==> config.mk <==
export PLATFORM = sky130hd
export DESIGN_NAME = fpx_status_reg
export DESIGN_NICKNAME = d
export VERILOG_FILES = /design/src/rtl/fpx_pkg.sv /design/src/rtl/fpx_event_map.sv /design/src/rtl/fpx_cmd_decode.sv /design/src/rtl/fpx_field_read.sv /design/src/rtl/fpx_status_reg.sv
export SDC_FILE = /design/constraint.sdc
export NUM_CORES = 1
export LEC_CHECK = 0
export BUFFER_PORTS_ARGS = -buffer_cell sky130_fd_sc_hd__buf_4
export CAP_MARGIN = 40
export CORE_MARGIN = 1.5
export CORE_UTILIZATION = 60
export CTS_BUF_LIST = sky130_fd_sc_hd__clkbuf_4
export DETAILED_ROUTE_END_ITERATION = 16
export PLACE_DENSITY = 0.95
export SYNTH_ARGS = -nofsm -noshare
export SYNTH_HDL_FRONTEND = slang
export SYNTH_SLANG_ARGS = --single-unit
export TNS_END_PERCENT = 1
==> constraint.sdc <==
create_clock -name clk -period 2.9 [get_ports clk]
set_input_delay 0.58 -clock clk [delete_from_list [all_inputs] [get_ports clk]]
set_output_delay 0.58 -clock clk [all_outputs]
set_load 0.01 [all_outputs]
==> src/rtl/fpx_pkg.sv <==
package fpx_pkg;

    localparam int FLD_W  = 4;
    localparam int NFLD   = 8;
    localparam int REG_W  = FLD_W * NFLD;
    localparam int IDX_W  = $clog2(REG_W);
    localparam int FSEL_W = $clog2(NFLD);
    localparam int EV_W   = 14;
    localparam int NEN    = 5;

    // bit positions, 0 = most significant
    localparam int P_ANY   = 0;
    localparam int P_ENS   = 1;
    localparam int P_INV   = 2;
    localparam int P_OVF   = 3;
    localparam int P_UNF   = 4;
    localparam int P_DZ    = 5;
    localparam int P_INX   = 6;
    localparam int P_SNAN  = 7;
    localparam int P_VMISC = 8;
    localparam int P_CMP   = 12;
    localparam int P_FRND  = 13;
    localparam int P_FINX  = 14;
    localparam int P_SOFT  = 21;
    localparam int P_SQRT  = 22;
    localparam int P_CVT   = 23;
    localparam int P_EN0   = 24;

    typedef logic [0:REG_W-1] word_t;

    typedef enum logic [2:0] {
        OP_NOP  = 3'd0,
        OP_SETB = 3'd1,
        OP_CLRB = 3'd2,
        OP_WFLD = 3'd3,
        OP_RFLD = 3'd4
    } op_e;

    typedef struct packed {
        logic       cvt;
        logic       sqrt;
        logic       cmp;
        logic [3:0] vmisc;
        logic       snan;
        logic       fi;
        logic       fr;
        logic       inx;
        logic       dz;
        logic       unf;
        logic       ovf;
    } ev_t;

    function automatic logic is_cause(input int b);
        return ((b >= P_SNAN) && (b <= P_CMP)) || ((b >= P_SOFT) && (b <= P_CVT));
    endfunction

    function automatic logic is_flag(input int b);
        return ((b >= P_OVF) && (b <= P_CMP)) || ((b >= P_SOFT) && (b <= P_CVT));
    endfunction

    function automatic word_t cause_mask();
        word_t m;
        for (int b = 0; b < REG_W; b++) m[b] = is_cause(b);
        return m;
    endfunction

    function automatic word_t flag_mask();
        word_t m;
        for (int b = 0; b < REG_W; b++) m[b] = is_flag(b);
        return m;
    endfunction

endpackage

==> src/rtl/fpx_event_map.sv <==
module fpx_event_map
    import fpx_pkg::*;
(
    input  ev_t              ev,
    input  logic [NEN-1:0]   en,      // [4]=invalid [3]=ovf [2]=unf [1]=dz [0]=inexact
    output word_t            hw_set,
    output logic             any_exc,
    output logic             ens_hit
);
    logic inv_raised;

    always_comb begin
        hw_set           = '0;
        hw_set[P_OVF]    = ev.ovf;
        hw_set[P_UNF]    = ev.unf;
        hw_set[P_DZ]     = ev.dz;
        hw_set[P_INX]    = ev.inx;
        hw_set[P_FRND]   = ev.fr;
        hw_set[P_FINX]   = ev.fi;
        hw_set[P_SNAN]   = ev.snan;
        hw_set[P_CMP]    = ev.cmp;
        hw_set[P_SQRT]   = ev.sqrt;
        hw_set[P_CVT]    = ev.cvt;
        for (int k = 0; k < 4; k++) begin
            hw_set[P_VMISC + k] = ev.vmisc[k];
        end
    end

    assign inv_raised = ev.snan | (|ev.vmisc) | ev.cmp | ev.sqrt | ev.cvt;
    assign any_exc    = inv_raised | ev.ovf | ev.unf | ev.dz | ev.inx;
    assign ens_hit    = (inv_raised & en[4]) | (ev.ovf & en[3]) | (ev.unf & en[2])
                      | (ev.dz & en[1]) | (ev.inx & en[0]);

endmodule

==> src/rtl/fpx_cmd_decode.sv <==
module fpx_cmd_decode
    import fpx_pkg::*;
(
    input  logic [2:0]        op,
    input  logic [IDX_W-1:0]  idx,
    input  logic [FLD_W-1:0]  imm,
    output word_t             sw_set,
    output word_t             sw_clr,
    output logic              sw_exc,
    output logic              rd_en,
    output logic [FSEL_W-1:0] rd_fld
);
    localparam word_t FLAGS = flag_mask();

    logic [FSEL_W-1:0] fsel;
    assign fsel   = idx[FSEL_W-1:0];
    assign rd_fld = fsel;

    always_comb begin
        sw_set = '0;
        sw_clr = '0;
        rd_en  = 1'b0;
        case (op_e'(op))
            OP_SETB: sw_set[idx] = 1'b1;
            OP_CLRB: sw_clr[idx] = 1'b1;
            OP_WFLD: begin
                for (int f = 0; f < NFLD; f++) begin
                    if (fsel == FSEL_W'(f)) begin
                        for (int j = 0; j < FLD_W; j++) begin
                            sw_clr[f*FLD_W + j] = 1'b1;
                            sw_set[f*FLD_W + j] = imm[FLD_W-1-j];
                        end
                    end
                end
            end
            OP_RFLD: rd_en = 1'b1;
            default: ;
        endcase
    end

    assign sw_exc = |(sw_set & FLAGS);

endmodule

==> src/rtl/fpx_field_read.sv <==
module fpx_field_read
    import fpx_pkg::*;
(
    input  logic              clk,
    input  logic              rst,
    input  logic              rd_en,
    input  logic [FSEL_W-1:0] rd_fld,
    input  word_t             word,
    output logic [FLD_W-1:0]  cond_q
);
    logic [FLD_W-1:0] sel;

    always_comb begin
        sel = '0;
        for (int f = 0; f < NFLD; f++) begin
            if (rd_fld == FSEL_W'(f)) sel = word[f*FLD_W +: FLD_W];
        end
    end

    always_ff @(posedge clk) begin
        if (rst)        cond_q <= '0;
        else if (rd_en) cond_q <= sel;
    end

    a_r10_hold: assert property (@(posedge clk) disable iff (rst)
        !$past(rd_en) |-> $stable(cond_q));

endmodule

==> src/rtl/fpx_status_reg.sv <==
module fpx_status_reg
    import fpx_pkg::*;
(
    input  logic              clk,
    input  logic              rst,
    input  logic [2:0]        op_i,
    input  logic [IDX_W-1:0]  idx_i,
    input  logic [FLD_W-1:0]  imm_i,
    input  logic [EV_W-1:0]   ev_i,
    output logic [REG_W-1:0]  stat_o,
    output logic [FLD_W-1:0]  cond_o
);
    localparam word_t CAUSES = cause_mask();

    word_t             st_q, w_sw, w_nx;
    word_t             sw_set, sw_clr, hw_set;
    logic              sw_exc, any_exc, ens_hit, rd_en;
    logic [FSEL_W-1:0] rd_fld;
    logic [NEN-1:0]    en_now;

    fpx_cmd_decode u_dec (
        .op(op_i), .idx(idx_i), .imm(imm_i),
        .sw_set(sw_set), .sw_clr(sw_clr), .sw_exc(sw_exc),
        .rd_en(rd_en), .rd_fld(rd_fld)
    );

    assign w_sw = (st_q & ~sw_clr) | sw_set;

    // enables as they stand after this cycle's software command
    always_comb begin
        for (int k = 0; k < NEN; k++) en_now[NEN-1-k] = w_sw[P_EN0 + k];
    end

    fpx_event_map u_evm (
        .ev(ev_t'(ev_i)), .en(en_now),
        .hw_set(hw_set), .any_exc(any_exc), .ens_hit(ens_hit)
    );

    always_comb begin
        w_nx        = w_sw | hw_set;
        w_nx[P_ANY] = w_nx[P_ANY] | any_exc | sw_exc;
        w_nx[P_ENS] = ens_hit;
        w_nx[P_INV] = |(w_nx & CAUSES);
    end

    always_ff @(posedge clk) begin
        if (rst) st_q <= '0;
        else     st_q <= w_nx;
    end

    fpx_field_read u_rd (
        .clk(clk), .rst(rst), .rd_en(rd_en), .rd_fld(rd_fld),
        .word(st_q), .cond_q(cond_o)
    );

    assign stat_o = st_q;

    generate
        for (genvar i = 0; i < REG_W; i++) begin : g_chk
            if (i != P_ENS && i != P_INV) begin : g_sticky
                a_r3_sticky: assert property (@(posedge clk) disable iff (rst)
                    ($past(st_q[i]) && !$past(sw_clr[i])) |-> st_q[i]);
            end
            a_r11_hw_wins: assert property (@(posedge clk) disable iff (rst)
                $past(hw_set[i]) |-> st_q[i]);
        end
    endgenerate

    a_r6_idle_clear: assert property (@(posedge clk) disable iff (rst)
        !$past(any_exc) |-> !st_q[P_ENS]);

    a_r5_summary_follows: assert property (@(posedge clk) disable iff (rst)
        $past(any_exc) |-> st_q[P_ANY]);

endmodule

==> results.toml, run 1 <==
[setup_path]
crit_path_end_kind = "flop"
reg2reg_slack_ns = 1.34
cp_max_fo = 36
path_buf_inv = 1
crit_end = "stat_o[29]$_SDFF_PP0_"
ff2ff_path_depth = 5
critical_path_depth = 6
cp.arrival_ns = 2.44
cpMaxStageDelayCell = "nor2b_1"
cpPeakStageDelay_ns = 0.59
timing.rr.start = "stat_o[21]$_SDFF_PP0_"
r2r_end = "u_rd.cond_q[1]$_SDFFE_PP0N_"
path_cells = "buf_4 -> nor2b_1 -> o2111ai_1 -> a21boi_0 -> and4_1 -> a41oi_1"
cp.required_ns = 3.18
start_kind = "input port"
path_class = "in -> reg"
crit_path_start = "idx_i[1]"
crit_family = "simple AND/OR/NAND/NOR gates"

[placed_design]
place_congestion = 1.10
dp_slack_ns = 0.468
dpl.hpwl_mm = 6.99
io_buffers = 63

[synthesis]
synth.avg_cell_area_um2 = 7.65
ys_ff_latch = 36
syn_area_um2 = 2550
synthCells = 334
yosysUniqueCellTypes = 60
synth_nets = 362
async_flop_share_pct = 0
yosysTopAreaCell = "dfxtp_1"
ys.flop_type = "dfxtp_1"
yosysWarnings = 0
synth_edf_count = 0
synth.area.top_cells = "dfxtp_1, a21oi_1, nor2_1, a22oi_1, nand2_1"
yosys.area.top_type_share_pct = 28.2
ys_seq_area_share_pct = 28.2

[floorplanning]
core_um2 = 4060
dieArea_um2 = 4660
rows = 23
start_util_pct = 62.9
die_h_um = 68.2
ios = 64
die-width_um = 68.2

[finish]
nNetsFinal = 404
drive_gt1_share_pct = 21.2
syn2layout_area_growth_pct = 18.9
diodes = 0

[sta]
clock.fmax_mhz = 463
slew_violations = 0
setup_tns_ns = 0
skew_ns = 0.00560
max_slew.worst_pin.slew_ns = 0.683
rsz0062_at_grt = "no"
relSlewSlack_pct = 54.4
hold_viol_final = 0
fin_crit_sh_pct = 74.5
setup_slack_ns = 0.740
setup_viol = 0
period_minus_slack_ns = 2.16

[clock_tree]
post_cts_buffers = 0
htreeDepth = 2
tritoncts = "yes"
ctsLongestPathBuffers = 2
insertion_delay_ns = 0.35
hold_buffers = 0
numCtsBuffers = 5
root_buffer = "clkbuf_4"
ctsResizeCount = 0
clk_pin_slew_ns = 0.12
clock-sinks = 36

[detailed_routing]
vias = 3139
drc = 0
dr.pass1.iters = 7
wl_mm = 9.67
drt-vias-per-instance = 7.35
drt_iter0_drc = 533
ant_nets = 0
wl_per_cell_um = 22.7

[global_routing]
grt_start_max_net_pins = 37
grt_pass1_vias = 2741
grt_overflow = 0
antenna_found_initial = 0
track_usage_pct = 42.9
grt_pass1_wl_mm = 14.6

[status]
status = "completed"

[pwr]
p_leak_nw = 1.12
powerDensity_nw_per_um2 = 382
vdd_drop_max_uv = 219

[min_path]
min_path_type = "reg -> reg"

[job]
maxCapViolations = 0
[per-layer routing]
layer | track usage (%) | part of all wire (%) | vias up
met5 | 0 | 0 | -
met4 | 22.8 | 6.3 | 0
met3 | 12.3 | 14 | 74
met2 | 64.0 | 43 | 300
met1 | 55.5 | 37 | 1404
li1 | - | - | 1361
[worst min path at each step]
| stage | startpoint | to | cells after the start | slack (ns) |
|---|---|---|---|---|
| global route | u_rd.cond_q[2]$_SDFFE_PP0N_ | u_rd.cond_q[2]$_SDFFE_PP0N_ | 2 | 0.48 |
| floorplan | u_rd.cond_q[0]$_SDFFE_PP0N_ | u_rd.cond_q[0]$_SDFFE_PP0N_ | 2 | 0.46 |
| global placement | u_rd.cond_q[0]$_SDFFE_PP0N_ | u_rd.cond_q[0]$_SDFFE_PP0N_ | 2 | 0.43 |
| CTS | u_rd.cond_q[0]$_SDFFE_PP0N_ | u_rd.cond_q[0]$_SDFFE_PP0N_ | 2 | 0.45 |
| finish | u_rd.cond_q[0]$_SDFFE_PP0N_ | u_rd.cond_q[0]$_SDFFE_PP0N_ | 2 | 0.45 |
| detailed placement | u_rd.cond_q[0]$_SDFFE_PP0N_ | u_rd.cond_q[0]$_SDFFE_PP0N_ | 2 | 0.44 |
[registers in the layout, summed over array words and instances (netlist names)]
| name | flops |
|---|---|
| u_rd.cond_q | 4 |
| stat_o | 32 |
[worst min-delay path, stage by stage, from the launching register on]
cell	delay [ns]
dfxtp_1	0.33
nand2_1	0.05
nand2_1	0.04
[final cells by class]
class	count	area (um^2)
fillers	330	1020
multi-input cells	265	1680
flip-flops and latches	36	721
clock buffers	5	37.5
repair buffers	66	495
clock inverters	3	37.5
inverters	2	7.51
well taps	50	62.6
[synth_stat cells (5+ instances only)]
cell type,n
clkbuf_1,14
a211oi_1,9
nand2_1,25
nand2b_1,5
o211ai_1,12
o221ai_1,7
buf_2,11
a21oi_1,31
nand3_1,18
dfxtp_1,36
o21ai_0,9
nor2b_1,14
a31oi_1,9
nor2_1,33
a22oi_1,15
and2_1,5
[power breakdown]
group	total (mW)	internal [mW]	switching (mW)
combinational	0.263	0.105	0.158
sequential	0.540	0.515	0.0244
clock	0.356	0.176	0.180
total	1.16	0.796	0.363
[metrics by stage]
step                hold WS (ns)  power [mW]  utilization, %  cells  cell area (um^2)
floorplan                  0.463       0.695               -    334              2550
global placement           0.425       0.797            73.0    419              2960
CTS                        0.453        1.14            74.8    427              3040
global route               0.481        1.19            74.8    427              3040
detailed placement         0.438       0.801            73.0    419              2960
finish                     0.448        1.16            74.8    427              3040
[kinds of logic (layout without fill, tap and decap cells)]
logic type / count (synthesis) / in the layout / synth area share, %
buffers and inverters: 33 / 76 / 6.17
AO/OA/AOI/OAI: 119 / 119 / 32.1
multiplexers: 5 / 5 / 2.01
flip-flops: 36 / 36 / 28.2
AND/OR/NAND/NOR: 141 / 141 / 31.5
[layout by cell type (no fill, tap or decap), types with 4 or more instances in the layout]
| cell | synthesis | layout |
|---|---|---|
| a211oi_1 | 9 | 9 |
| a21oi_1 | 31 | 31 |
| a221oi_1 | 4 | 4 |
| a22oi_1 | 15 | 15 |
| a31oi_1 | 9 | 9 |
| and2_1 | 5 | 5 |
| buf_4 | 1 | 66 |
| clkbuf_4 | 0 | 5 |
| dfxtp_1 | 36 | 36 |
| mux2i_1 | 4 | 4 |
| nand2_1 | 25 | 25 |
| nand2b_1 | 5 | 5 |
| nand3_1 | 18 | 18 |
| nand3b_1 | 4 | 4 |
| nor2_1 | 33 | 33 |
| nor2b_1 | 14 | 14 |
| nor3_1 | 4 | 4 |
| nor3b_1 | 4 | 4 |
| o211ai_1 | 12 | 12 |
| o21ai_0 | 9 | 9 |
| o221ai_1 | 7 | 7 |
Power figures use the tool's default switching activity.
==> inputs of run 2 (changes only) <==
--- a/config.mk
+++ b/config.mk
@@ -8,10 +8,10 @@
 export BUFFER_PORTS_ARGS = -buffer_cell sky130_fd_sc_hd__buf_4
 export CAP_MARGIN = 40
 export CORE_MARGIN = 1.5
-export CORE_UTILIZATION = 60
+export CORE_UTILIZATION = 55
 export CTS_BUF_LIST = sky130_fd_sc_hd__clkbuf_4
 export DETAILED_ROUTE_END_ITERATION = 16
-export PLACE_DENSITY = 0.95
+export PLACE_DENSITY = 0.93
 export SYNTH_ARGS = -nofsm -noshare
 export SYNTH_HDL_FRONTEND = slang
 export SYNTH_SLANG_ARGS = --single-unit
==> constraint.sdc (replaced) <==
create_clock -name clk -period 2.1 [get_ports clk]
set_input_delay 0.42 -clock clk [delete_from_list [all_inputs] [get_ports clk]]
set_output_delay 0.42 -clock clk [all_outputs]
set_load 0.01 [all_outputs]
==> results.toml, run 2 (synthesis results as in run 1) <==
[finish]
fillCellCount = 364
layout_commonest_cell = "buf_4"
largest_reg_flops = 32
regArea_um2 = 721
diodes = 0
syn2layout_area_growth_pct = 25.7
nNetsFinal = 426
mostFrequentLayoutCells = "buf_4, dfxtp_1, nor2_1"
multiInputGateArea_um2 = 1680
drive_gt1_share_pct = 26.1

[clock_tree]
post_cts_buffers = 0
numCtsBuffers = 5
ctsResizeCount = 0
clock-sinks = 36
hold_buffers = 0
tritoncts = "yes"
root_buffer = "clkbuf_4"
clk_pin_slew_ns = 0.12
ctsLongestPathBuffers = 2
insertion_delay_ns = 0.35
htreeDepth = 2

[pwr]
vdd_drop_max_uv = 284
switchingPower_uw = 504
p_clk_share_pct = 31.3
netSwitchingFraction_pct = 30.7
p_leak_nw = 1.23
powerDensity_nw_per_um2 = 511
p_seq_share_pct = 45.4
internal_power_mw = 1.14
combPwrFrac_pct = 23.3

[setup_path]
path_class = "in -> reg"
cp.required_ns = 2.33
cp.arrival_ns = 1.99
timing.rr.start = "stat_o[21]$_SDFF_PP0_"
start_kind = "input port"
r2r_end = "u_rd.cond_q[1]$_SDFFE_PP0N_"
reg2reg_slack_ns = 0.59
crit_path_start = "op_i[1]"
cp_max_fo = 19
ff2ff_path_depth = 5
crit_end = "stat_o[30]$_SDFF_PP0_"
crit_path_end_kind = "flop"

[global_routing]
grt_pass1_wl_mm = 15.1
antenna_found_initial = 0
track_usage_pct = 38.9
grt_overflow = 0
grt_pass1_vias = 2811
grt_start_max_net_pins = 30

[detailed_routing]
drt-vias-per-instance = 7.02
dr.pass1.iters = 7
ant_nets = 0
wl_mm = 9.79
drc = 0
wl_per_cell_um = 21.7
vias = 3166
drt_iter0_drc = 420

[floorplanning]
core_um2 = 4410
dieArea_um2 = 5060
rows = 24
start_util_pct = 57.9
die_h_um = 71.1
ios = 64
die-width_um = 71.1

[sta]
slew_violations = 0
setup_tns_ns = 0
setup_viol = 0
fin_crit_sh_pct = 83.7
period_minus_slack_ns = 1.76
rsz0062_at_grt = "no"
clock.fmax_mhz = 569
fin_hold_ws_ns = 0.335
skew_ns = 0.00703
max_slew.worst_pin.slew_ns = 0.615
hold_viol_final = 0
relSlewSlack_pct = 58.9

[placed_design]
dpl.hpwl_mm = 7.44
io_buffers = 63
place_congestion = 1.09

[job]
maxCapViolations = 0

[status]
status = "completed"

[min_path]
min_path_type = "in -> reg"
[run 2: layout make-up]
| class | count | area share, % |
|---|---|---|
| clock buffers | 6 | 1.40 |
| clock inverters | 2 | 1.09 |
| inverters | 2 | 0.234 |
| multi-input cells | 265 | 52.2 |
| flip-flops and latches | 36 | 22.5 |
| well taps | 52 | 2.03 |
| repair buffers | 88 | 20.6 |
[run 2: through the flow]
| step | setup WS (ns) | total power, mW | cells | cell area [um^2] | utilization [%] |
|---|---|---|---|---|---|
| after CTS | 0.375 | 1.62 | 451 | 3210 | 72.7 |
| final | 0.342 | 1.64 | 451 | 3210 | 72.7 |
| after global routing | 0.264 | 1.70 | 451 | 3210 | 72.7 |
| after global placement | 0.125 | 1.12 | 443 | 3130 | 70.9 |
| after detailed placement | 0.00860 | 1.12 | 443 | 3130 | 70.9 |
| after floorplan | 0.252 | 0.960 | 334 | 2550 | - |
[run 2: power groups by stage]
stage	clock, mW	sequential [mW]	combinational, mW
floorplan	0	0.759	0.201
global placement	0	0.758	0.367
detailed placement	0	0.757	0.367
CTS	0.513	0.742	0.369
global route	0.551	0.746	0.403
finish	0.514	0.744	0.382
[run 2: how the worst min path moves through the flow]
| stage | startpoint | end | slack (ns) | cells after the start |
|---|---|---|---|---|
| 5_1_grt | ev_i[7] | stat_o[23]$_SDFF_PP0_ | 0.34 | 3 |
| 2_1_floorplan | u_rd.cond_q[0]$_SDFFE_PP0N_ | u_rd.cond_q[0]$_SDFFE_PP0N_ | 0.46 | 2 |
| 4_1_cts | rst | stat_o[14]$_SDFF_PP0_ | 0.34 | 2 |
| 3_3_place_gp | u_rd.cond_q[0]$_SDFFE_PP0N_ | u_rd.cond_q[0]$_SDFFE_PP0N_ | 0.43 | 2 |
| 6_report | ev_i[9] | stat_o[21]$_SDFF_PP0_ | 0.33 | 3 |
| 3_5_place_dp | u_rd.cond_q[0]$_SDFFE_PP0N_ | u_rd.cond_q[0]$_SDFFE_PP0N_ | 0.43 | 2 |
[run 2: metal layers]
layer  share of wire, %  global-route usage, %  wire length [um]
met1                 38                   50.6              3740
met2                 43                   60.1              4260
met3                 13                   12.1              1290
met4                5.1                   15.5               501
met5                  0                      0                 0
[run 2: critical path, stage by stage]
cell,delay [ns]
buf_4,0.18
or3b_4,0.44
nor3_2,0.20
o221ai_1,0.17
a222oi_1,0.44
a31oi_1,0.13
